<file path="src/rtl/edge_dir_pkg.sv">
package edge_dir_pkg;

    localparam int WIN_DIM  = 5;
    localparam int WIN_PIX  = WIN_DIM * WIN_DIM;
    localparam int WIN_MID  = WIN_DIM / 2;
    localparam int N_DIR    = 4;
    localparam int DIR_W    = $clog2(N_DIR);
    // taps on each signed side of any mask
    localparam int SIDE_CNT = (WIN_PIX - WIN_DIM) / 2;

    typedef enum logic [DIR_W-1:0] {
        DIR_HORZ = 2'd0,
        DIR_VERT = 2'd1,
        DIR_RISE = 2'd2,
        DIR_FALL = 2'd3
    } edge_dir_e;

    typedef struct packed {
        logic             vld;
        edge_dir_e        dir;
        logic [N_DIR-1:0] flag;
    } edge_tag_t;

    function automatic int grad_width(input int pix_w);
        return pix_w + $clog2(SIDE_CNT + 1);
    endfunction

    // +1 / -1 / 0 weight of tap (r,c) in the mask of direction dir.
    // Each mask compares a key against a pivot: below the pivot is the
    // positive side, above it the negative side, on it no weight.
    function automatic int tap_sign(input int dir, input int r, input int c);
        int key;
        int pivot;
        case (dir)
            0:       begin key = r;     pivot = WIN_MID;     end
            1:       begin key = c;     pivot = WIN_MID;     end
            2:       begin key = r + c; pivot = 2 * WIN_MID; end
            default: begin key = r - c; pivot = 0;           end
        endcase
        if (key < pivot)      return 1;
        else if (key > pivot) return -1;
        else                  return 0;
    endfunction

endpackage

</file>
<file path="src/rtl/edge_dir_kernel.sv">
module edge_dir_kernel
    import edge_dir_pkg::*;
#(
    parameter int PIX_W  = 8,
    parameter int GRAD_W = 12,
    parameter int DIR    = 0
) (
    input  logic                     clk,
    input  logic                     rst,
    input  logic                     vld_i,
    input  logic                     vld_s1_i,
    input  logic [WIN_PIX*PIX_W-1:0] win_i,
    output logic [GRAD_W-1:0]        grad_o
);

    logic [GRAD_W-1:0] pos_sum, neg_sum;
    logic [GRAD_W-1:0] pos_q, neg_q;
    logic              unused_taps;

    // stage 1: split the mask into its positive and negative halves
    always_comb begin
        pos_sum     = '0;
        neg_sum     = '0;
        unused_taps = 1'b0;
        for (int r = 0; r < WIN_DIM; r++) begin
            for (int c = 0; c < WIN_DIM; c++) begin
                if (tap_sign(DIR, r, c) > 0)
                    pos_sum = pos_sum + GRAD_W'(win_i[(r*WIN_DIM+c)*PIX_W +: PIX_W]);
                else if (tap_sign(DIR, r, c) < 0)
                    neg_sum = neg_sum + GRAD_W'(win_i[(r*WIN_DIM+c)*PIX_W +: PIX_W]);
                else
                    unused_taps = unused_taps ^ (^win_i[(r*WIN_DIM+c)*PIX_W +: PIX_W]);
            end
        end
    end

    always_ff @(posedge clk) begin
        if (rst) begin
            pos_q <= '0;
            neg_q <= '0;
        end else if (vld_i) begin
            pos_q <= pos_sum;
            neg_q <= neg_sum;
        end
    end

    // stage 2: magnitude without a signed intermediate
    always_ff @(posedge clk) begin
        if (rst) begin
            grad_o <= '0;
        end else if (vld_s1_i) begin
            grad_o <= (pos_q >= neg_q) ? (pos_q - neg_q) : (neg_q - pos_q);
        end
    end

endmodule

</file>
<file path="src/rtl/edge_dir_select.sv">
module edge_dir_select
    import edge_dir_pkg::*;
#(
    parameter int GRAD_W = 12
) (
    input  logic                         clk,
    input  logic                         rst,
    input  logic                         vld_i,
    input  logic [N_DIR-1:0][GRAD_W-1:0] grad_i,
    output logic                         vld_o,
    output logic [N_DIR-1:0]             flag_o,
    output logic [GRAD_W-1:0]            grad_o,
    output logic [DIR_W-1:0]             dir_o
);

    logic [DIR_W-1:0]  best;
    edge_tag_t         tag_q;
    logic [GRAD_W-1:0] grad_q;

    // strict compare in ascending code order keeps the lowest code on ties
    always_comb begin
        best = '0;
        for (int k = 1; k < N_DIR; k++) begin
            if (grad_i[k] > grad_i[best])
                best = DIR_W'(k);
        end
    end

    always_ff @(posedge clk) begin
        if (rst) begin
            tag_q  <= '0;
            grad_q <= '0;
        end else if (vld_i) begin
            tag_q.vld  <= 1'b1;
            tag_q.dir  <= edge_dir_e'(best);
            tag_q.flag <= N_DIR'(1) << best;
            grad_q     <= grad_i[best];
        end else begin
            tag_q  <= '0;
            grad_q <= '0;
        end
    end

    assign vld_o  = tag_q.vld;
    assign flag_o = tag_q.flag;
    assign dir_o  = tag_q.dir;
    assign grad_o = grad_q;

endmodule

</file>
<file path="src/rtl/edge_dir_classifier.sv">
module edge_dir_classifier
    import edge_dir_pkg::*;
#(
    parameter  int PIX_W  = 8,
    localparam int GRAD_W = grad_width(PIX_W)
) (
    input  logic                     clk,
    input  logic                     rst,
    input  logic                     win_vld_i,
    input  logic [WIN_PIX*PIX_W-1:0] win_i,
    output logic                     edge_vld_o,
    output logic [N_DIR-1:0]         edge_flag_o,
    output logic [GRAD_W-1:0]        edge_grad_o,
    output logic [DIR_W-1:0]         edge_dir_o
);

    logic                         vld_s1, vld_s2;
    logic [N_DIR-1:0][GRAD_W-1:0] grad_s2;

    always_ff @(posedge clk) begin
        if (rst) begin
            vld_s1 <= 1'b0;
            vld_s2 <= 1'b0;
        end else begin
            vld_s1 <= win_vld_i;
            vld_s2 <= vld_s1;
        end
    end

    for (genvar d = 0; d < N_DIR; d++) begin : g_dir
        edge_dir_kernel #(
            .PIX_W  (PIX_W),
            .GRAD_W (GRAD_W),
            .DIR    (d)
        ) u_kernel (
            .clk      (clk),
            .rst      (rst),
            .vld_i    (win_vld_i),
            .vld_s1_i (vld_s1),
            .win_i    (win_i),
            .grad_o   (grad_s2[d])
        );
    end

    edge_dir_select #(
        .GRAD_W (GRAD_W)
    ) u_select (
        .clk    (clk),
        .rst    (rst),
        .vld_i  (vld_s2),
        .grad_i (grad_s2),
        .vld_o  (edge_vld_o),
        .flag_o (edge_flag_o),
        .grad_o (edge_grad_o),
        .dir_o  (edge_dir_o)
    );

endmodule

</file>
<file path="config.mk">
export PLATFORM = sky130hd
export DESIGN_NAME = edge_dir_classifier
export DESIGN_NICKNAME = d
export VERILOG_FILES = /design/src/rtl/edge_dir_pkg.sv /design/src/rtl/edge_dir_kernel.sv /design/src/rtl/edge_dir_select.sv /design/src/rtl/edge_dir_classifier.sv
export SDC_FILE = /design/constraint.sdc
export NUM_CORES = 1
export LEC_CHECK = 0
export BUFFER_PORTS_ARGS = -buffer_cell sky130_fd_sc_hd__buf_2
export CAP_MARGIN = 20
export CORE_ASPECT_RATIO = 0.5
export CORE_MARGIN = 2
export CORE_UTILIZATION = 53
export DETAILED_ROUTE_END_ITERATION = 10
export PLACE_DENSITY = 0.7
export SYNTH_ARGS = -nofsm -noshare
export SYNTH_HDL_FRONTEND = slang
export SYNTH_SLANG_ARGS = --single-unit
</file>
<file path="constraint.sdc">
create_clock -name clk -period 7.6 [get_ports clk]
set_input_delay 0.38 -clock clk [delete_from_list [all_inputs] [get_ports clk]]
set_output_delay 0.38 -clock clk [all_outputs]
set_load 0.03 [all_outputs]
</file>
Word-level counts from Yosys, hierarchy flattened

Cells that the tools add are included.
Widths: inputs -> output; s select.

Logic and storage cells: 121
Output and inout bits: 19
Input port bits: 203
Bits in registers: 165

$lt $le $gt $ge: 10
Shift-type cells: 1
Add/sub/neg operators: 76
Bitwise gates (word level): 1
Muxes and demuxes: 14
Reductions and logical operators: 1

Operator list:

| cell                | count |
|---|---|
| $add 12x8->12       | 61 |
| $sub 12x12->12      | 8 |
| $mux 12             | 7 |
| $bmux 12 s2         | 3 |
| $add 8x8->9         | 6 |
| $ge 12x12->1        | 4 |
| $gt 12x12->1        | 3 |
| $add 9x8->10        | 1 |
| $mux 7              | 1 |
| $lt 2x3->1 const B  | 2 |
| $mux 2              | 2 |
| $shl 1x2->4 const A | 1 |
| $lt 1x3->1 const B  | 1 |
| $reduce_or 2->1     | 1 |
| $mux 1              | 1 |
| $not 1->1           | 1 |

Logic depth before layout (Yosys ltp)

Word-level depth: 12
Depth in mapped cells: 29
Gate-level depth less buffers: 24

Hierarchy

From an unflattened synthesis, not the netlist that was laid out.

Cells, all modules: 3043
Area total of the unflattened synthesis: 27954.3 um^2

By module, submodules not included:

| module                              | cells each | instances | sequential area each (um^2) | area an instance (um^2) |
|---|---|---|---|---|
| edge_dir_kernel (g_dir[2].u_kernel) | 720        | 1         | 720.7                       | 6658.9 |
| edge_dir_kernel (g_dir[0].u_kernel) | 695        | 1         | 720.7                       | 6493.7 |
| edge_dir_kernel (g_dir[1].u_kernel) | 682        | 1         | 720.7                       | 6393.6 |
| edge_dir_kernel (g_dir[3].u_kernel) | 696        | 1         | 720.7                       | 6342.3 |
| edge_dir_select                     | 246        | 1         | 380.4                       | 2013.2 |
| edge_dir_classifier                 | 4          | 1         | 40.0                        | 52.6 |

Least setup slack after synthesis

OpenSTA, ideal clock, no wires.

Kind: flip-flop to flip-flop
Start: register g_dir[0].u_kernel.grad_o[9]
End: register u_select.grad_q[10] (netlist: u_select.grad_o[10])
Path buffers: 5
Slack: 1672 ps
Arrival time: 5841 ps
Setup time: 87 ps
Required time: 7513 ps
Clock period less this slack: 5928 ps
Cell stages (with the launch flop): 30
Cells stage by stage: dfxtp_1 -> inv_1 -> ha_1 -> a21o_1 -> a21o_1 -> a21oi_1 -> and3b_1 -> a21o_1 -> clkbuf_1 -> clkbuf_1 -> clkbuf_1 -> a21oi_1 -> ha_1 -> a21o_1 -> a21o_1 -> a21oi_1 -> o21ai_0 -> o22ai_1 -> clkbuf_1 -> nor2_1 -> or2_2 -> ha_1 -> a21o_1 -> a21o_1 -> a21oi_1 -> o21ai_0 -> o22ai_1 -> nand2_1 -> clkbuf_1 -> o31ai_1

Cells in the longest elaborated chain, start to end: 12

RTL lines:

| element                           | line                  | source |
|---|---|---|
| start: declaration                | edge_dir_kernel.sv:13 | `output logic [GRAD_W-1:0] grad_o` |
| start signal: assignment          | edge_dir_kernel.sv:52 | `grad_o <= (pos_q >= neg_q) ? (pos_q - neg_q) : (neg_q - pos_q);` |
| $gt 12x12->1                      | edge_dir_select.sv:24 | `if (grad_i[k] > grad_i[best])` |
| $mux 1                            | edge_dir_select.sv:24 |  |
| $bmux 12 s2                       | edge_dir_select.sv:24 |  |
| $mux 12 (implied by the code)     | edge_dir_select.sv:24 |  |
| $gt 12x12->1                      | edge_dir_select.sv:24 |  |
| $mux 2                            | edge_dir_select.sv:24 |  |
| $bmux 12 s2                       | edge_dir_select.sv:24 |  |
| $mux 12 (implied by the code)     | edge_dir_select.sv:24 |  |
| $gt 12x12->1                      | edge_dir_select.sv:24 |  |
| $mux 2 (*)                        | edge_dir_select.sv:24 |  |
| $bmux 12 s2 (*)                   | edge_dir_select.sv:37 | `grad_q <= grad_i[best];` |
| $mux 12 (implied by the code) (*) | edge_dir_select.sv:37 |  |
| end signal: assignment            | edge_dir_select.sv:37 |  |
| end: declaration                  | edge_dir_select.sv:18 | `logic [GRAD_W-1:0] grad_q;` |

Mark *: on every way between the ends. The rest lies on a longest branch, timed or not. The select of a mux whose other input is x is not followed.
A chain may end at the register's enable or synchronous reset.

Worst setup path in the final report

Start: register g_dir[0].u_kernel.grad_o[9]
End: register u_select.grad_q[3] (netlist: u_select.grad_o[3])

Same word-level chain as after synthesis.

==> reports/metrics.cfg <==
[run_status]
status = complete, no violations

[floorplanning]
die_h_um = 161
start_util = 0.537
core_region_area_um2 = 48600
ios = 222
rows = 57
die_area_um2 = 51100
fp.dieW_um = 318

[synthesis]
synth_top_area_cell = fa_1
yosys_register_bits = 165
ys_warn_count = 0
syn_nets = 3806
async_reset_ff_frac = 0
netlist_top_cells_area = fa_1 31%, ha_1 14%, dfxtp_1 13%
syn_avg_cell_area_um2 = 9.00
ys.flop_type = dfxtp_1
syn_inst = 2900
synth_seq_area_share = 0.127
synth-edff-count = 0
synth_top_area_frac = 0.312
netlist_area_um2 = 26100
yosysUniqueCellTypes = 75

[clocking]
htreeDepth = 4
postCtsSetupRepairBufs = 0
root_buffer = clkbuf_16
cts_buffers = 17
cts_buffer_depth = 2
clkLatencyLatePin_ns = 0.46
path_clk_slew_ns = 0.08
cts.sinks = 165
cts_hold_buffers = 0
cts_tree = built
ctsResizeCount = 0

[timing]
rsz0062_at_grt = false
final_hold_viol_count = 0
setup_viol = 0
max_freq_mhz = 147
min_period_ns = 6.82
finalCritPeriodShare = 0.898
worst_pin_slew_ns = 1.01
slew_violations = 0
relSlewSlack = 0.325
setup_tns_ns = 0
skew_ns = 0.0167

[setup_path]
crit_path_max_incr_delay_ns = 0.71
required_ns = 7.96
cp-end-kind = flop
cp_slowest_cell = a21o_1
path_cells = inv_1 > ha_1 > a21o_1 > a21o_1 > a21oi_1 > and3b_1 > a21o_1 > a21oi_1 > ha_1 > nand4_1 > or2_2 > a21oi_1 > o22a_1 > a211oi_1 > or2_2 > ha_1 > a21o_1 > a21o_1 > a21oi_1 > o21ai_0 > o22ai_1 > nand2_1 > o32ai_1
worstPathMaxFanout = 27
cp-start-kind = flop
path_class = reg -> reg
crit_path_frequent_cell = a21o_1
crit_arrival_ns = 7.19

[grt]
grtUsageTotal = 0.294
grt_pass1_wl_um = 116000
antenna_found_initial = 1
grt_max_degree = 124
grt_pass1_vias = 20700
grt_overflow = 0

[run]
maxCapViolCount = 0

[route]
drt_iter0_drc = 1643
vias = 20300
avgViaCountPerCell = 5.47
firstDrtPassIters = 5
ant_nets = 0
wl_um = 73000
post_drt_wl_per_cell_um = 19.6
drc = 0

[placement]
hpwl_um = 64100
place.gp.congestion = 0.974
port_buffers = 213

[cells_and_area]
syn_to_final_growth_pct = 8.52
fill_cells = 4355
drive_gt1_frac = 0.0945
antennaDiodeCount = 0
nets = 3963

[hold_path]
hold_path_class = in -> reg

flip-flops by register name, summed over array words and instances (netlist names):
register,count
g_dir.u_kernel.grad_o,48
g_dir.u_kernel.neg_q,48
g_dir.u_kernel.pos_q,48
u_select.grad_o,12
u_select.flag_o,4
u_select.dir_o,2
u_select.vld_o,1
vld_s1,1
vld_s2,1
routing by layer:
layer / part of all wire / track usage
met2: 0.45 / 0.467
met1: 0.47 / 0.421
met4: 0.025 / 0.0846
met3: 0.062 / 0.0383
met5: 0.00018 / 0
layout make-up:
cell class / count / area (um^2) / area share
Timing Repair Buffer: 220 / 1140 / 0.0401
Clock inverter: 13 / 160 / 0.00566
Inverter: 697 / 2620 / 0.0924
Tap cell: 649 / 812 / 0.0287
Multi-Input combinational cell: 1956 / 19800 / 0.701
Sequential cell: 165 / 3310 / 0.117
Clock buffer: 19 / 443 / 0.0156
final timing paths:
kind	start	endpoint	slack, ns	cells past startpoint
worst max register to register	g_dir[0].u_kernel.grad_o[9]	u_select.grad_o[3]	0.78	23
worst min register to register	g_dir[0].u_kernel.neg_q[3]	g_dir[0].u_kernel.neg_q[3]	0.50	2
worst min-delay path	rst	g_dir[3].u_kernel.grad_o[1]	0.41	2
worst max-delay path	g_dir[0].u_kernel.grad_o[9]	u_select.grad_o[3]	0.78	23
kinds of logic after synthesis:
logic type | after synthesis | synth area share
buffers and inverters | 779 | 0.113
AOI/OAI and AO/OA | 569 | 0.145
muxes | 87 | 0.0339
and+or+nand+nor | 511 | 0.0987
xor gates and xnor gates | 86 | 0.0289
adders and majority gates | 703 | 0.454
DFF | 165 | 0.127
worst max-delay path: cells and delay by family, from the launching register on:
family                   cells  cell delay [ns]
buffers and inverters        1             0.08
AO/OA/AOI/OAI               14             3.60
AND/OR/NAND/NOR              5             1.64
adder cells (fa/ha/maj)      3             0.95
flip-flops                   1             0.47
cell usage in the layout, fill, tap and decap left out, types with 39 or more instances in the layout:
cell / netlist / routed
fa_1: 407 / 407
a21oi_1: 178 / 178
dfxtp_1: 165 / 164
nor3_1: 40 / 40
a211oi_1: 64 / 64
ha_1: 296 / 296
buf_2: 5 / 211
o21ai_0: 78 / 78
mux2i_1: 76 / 76
a21o_1: 69 / 69
nor2b_1: 39 / 39
nand2_1: 85 / 85
inv_1: 697 / 697
nor2_1: 165 / 165
xnor2_1: 66 / 66
synth_stat cells (all sizes together) (18+ instances only):
cell type / n
inv: 697
fa: 407
ha: 296
a21oi: 178
dfxtp: 165
nor2: 165
nand2: 85
o21ai: 81
mux2i: 76
a21o: 69
xnor2: 66
a211oi: 64
clkbuf: 61
nor3: 41
nor2b: 39
nand3: 32
o21bai: 26
nand2b: 22
buf: 21
nor3b: 21
xor2: 20
nand4: 18
o31ai: 18
or3: 18
stage by stage:
stage / instances / util / hold slack [ns] / area [um^2] / setup WS, ns
floorplan: 2900 / - / 0.456 / 26100 / 1.67
global route: 3719 / 0.583 / 0.449 / 28300 / 0.252
detailed placement: 3687 / 0.570 / 0.489 / 27700 / 0.875
CTS: 3719 / 0.583 / 0.408 / 28300 / 0.828
global placement: 3687 / 0.570 / 0.470 / 27700 / 0.968
finish: 3719 / 0.583 / 0.408 / 28300 / 0.777
Power is left out: the tool's default activity adds up to more than one toggle a clock period on the data nets, which glitch-free logic cannot reach.
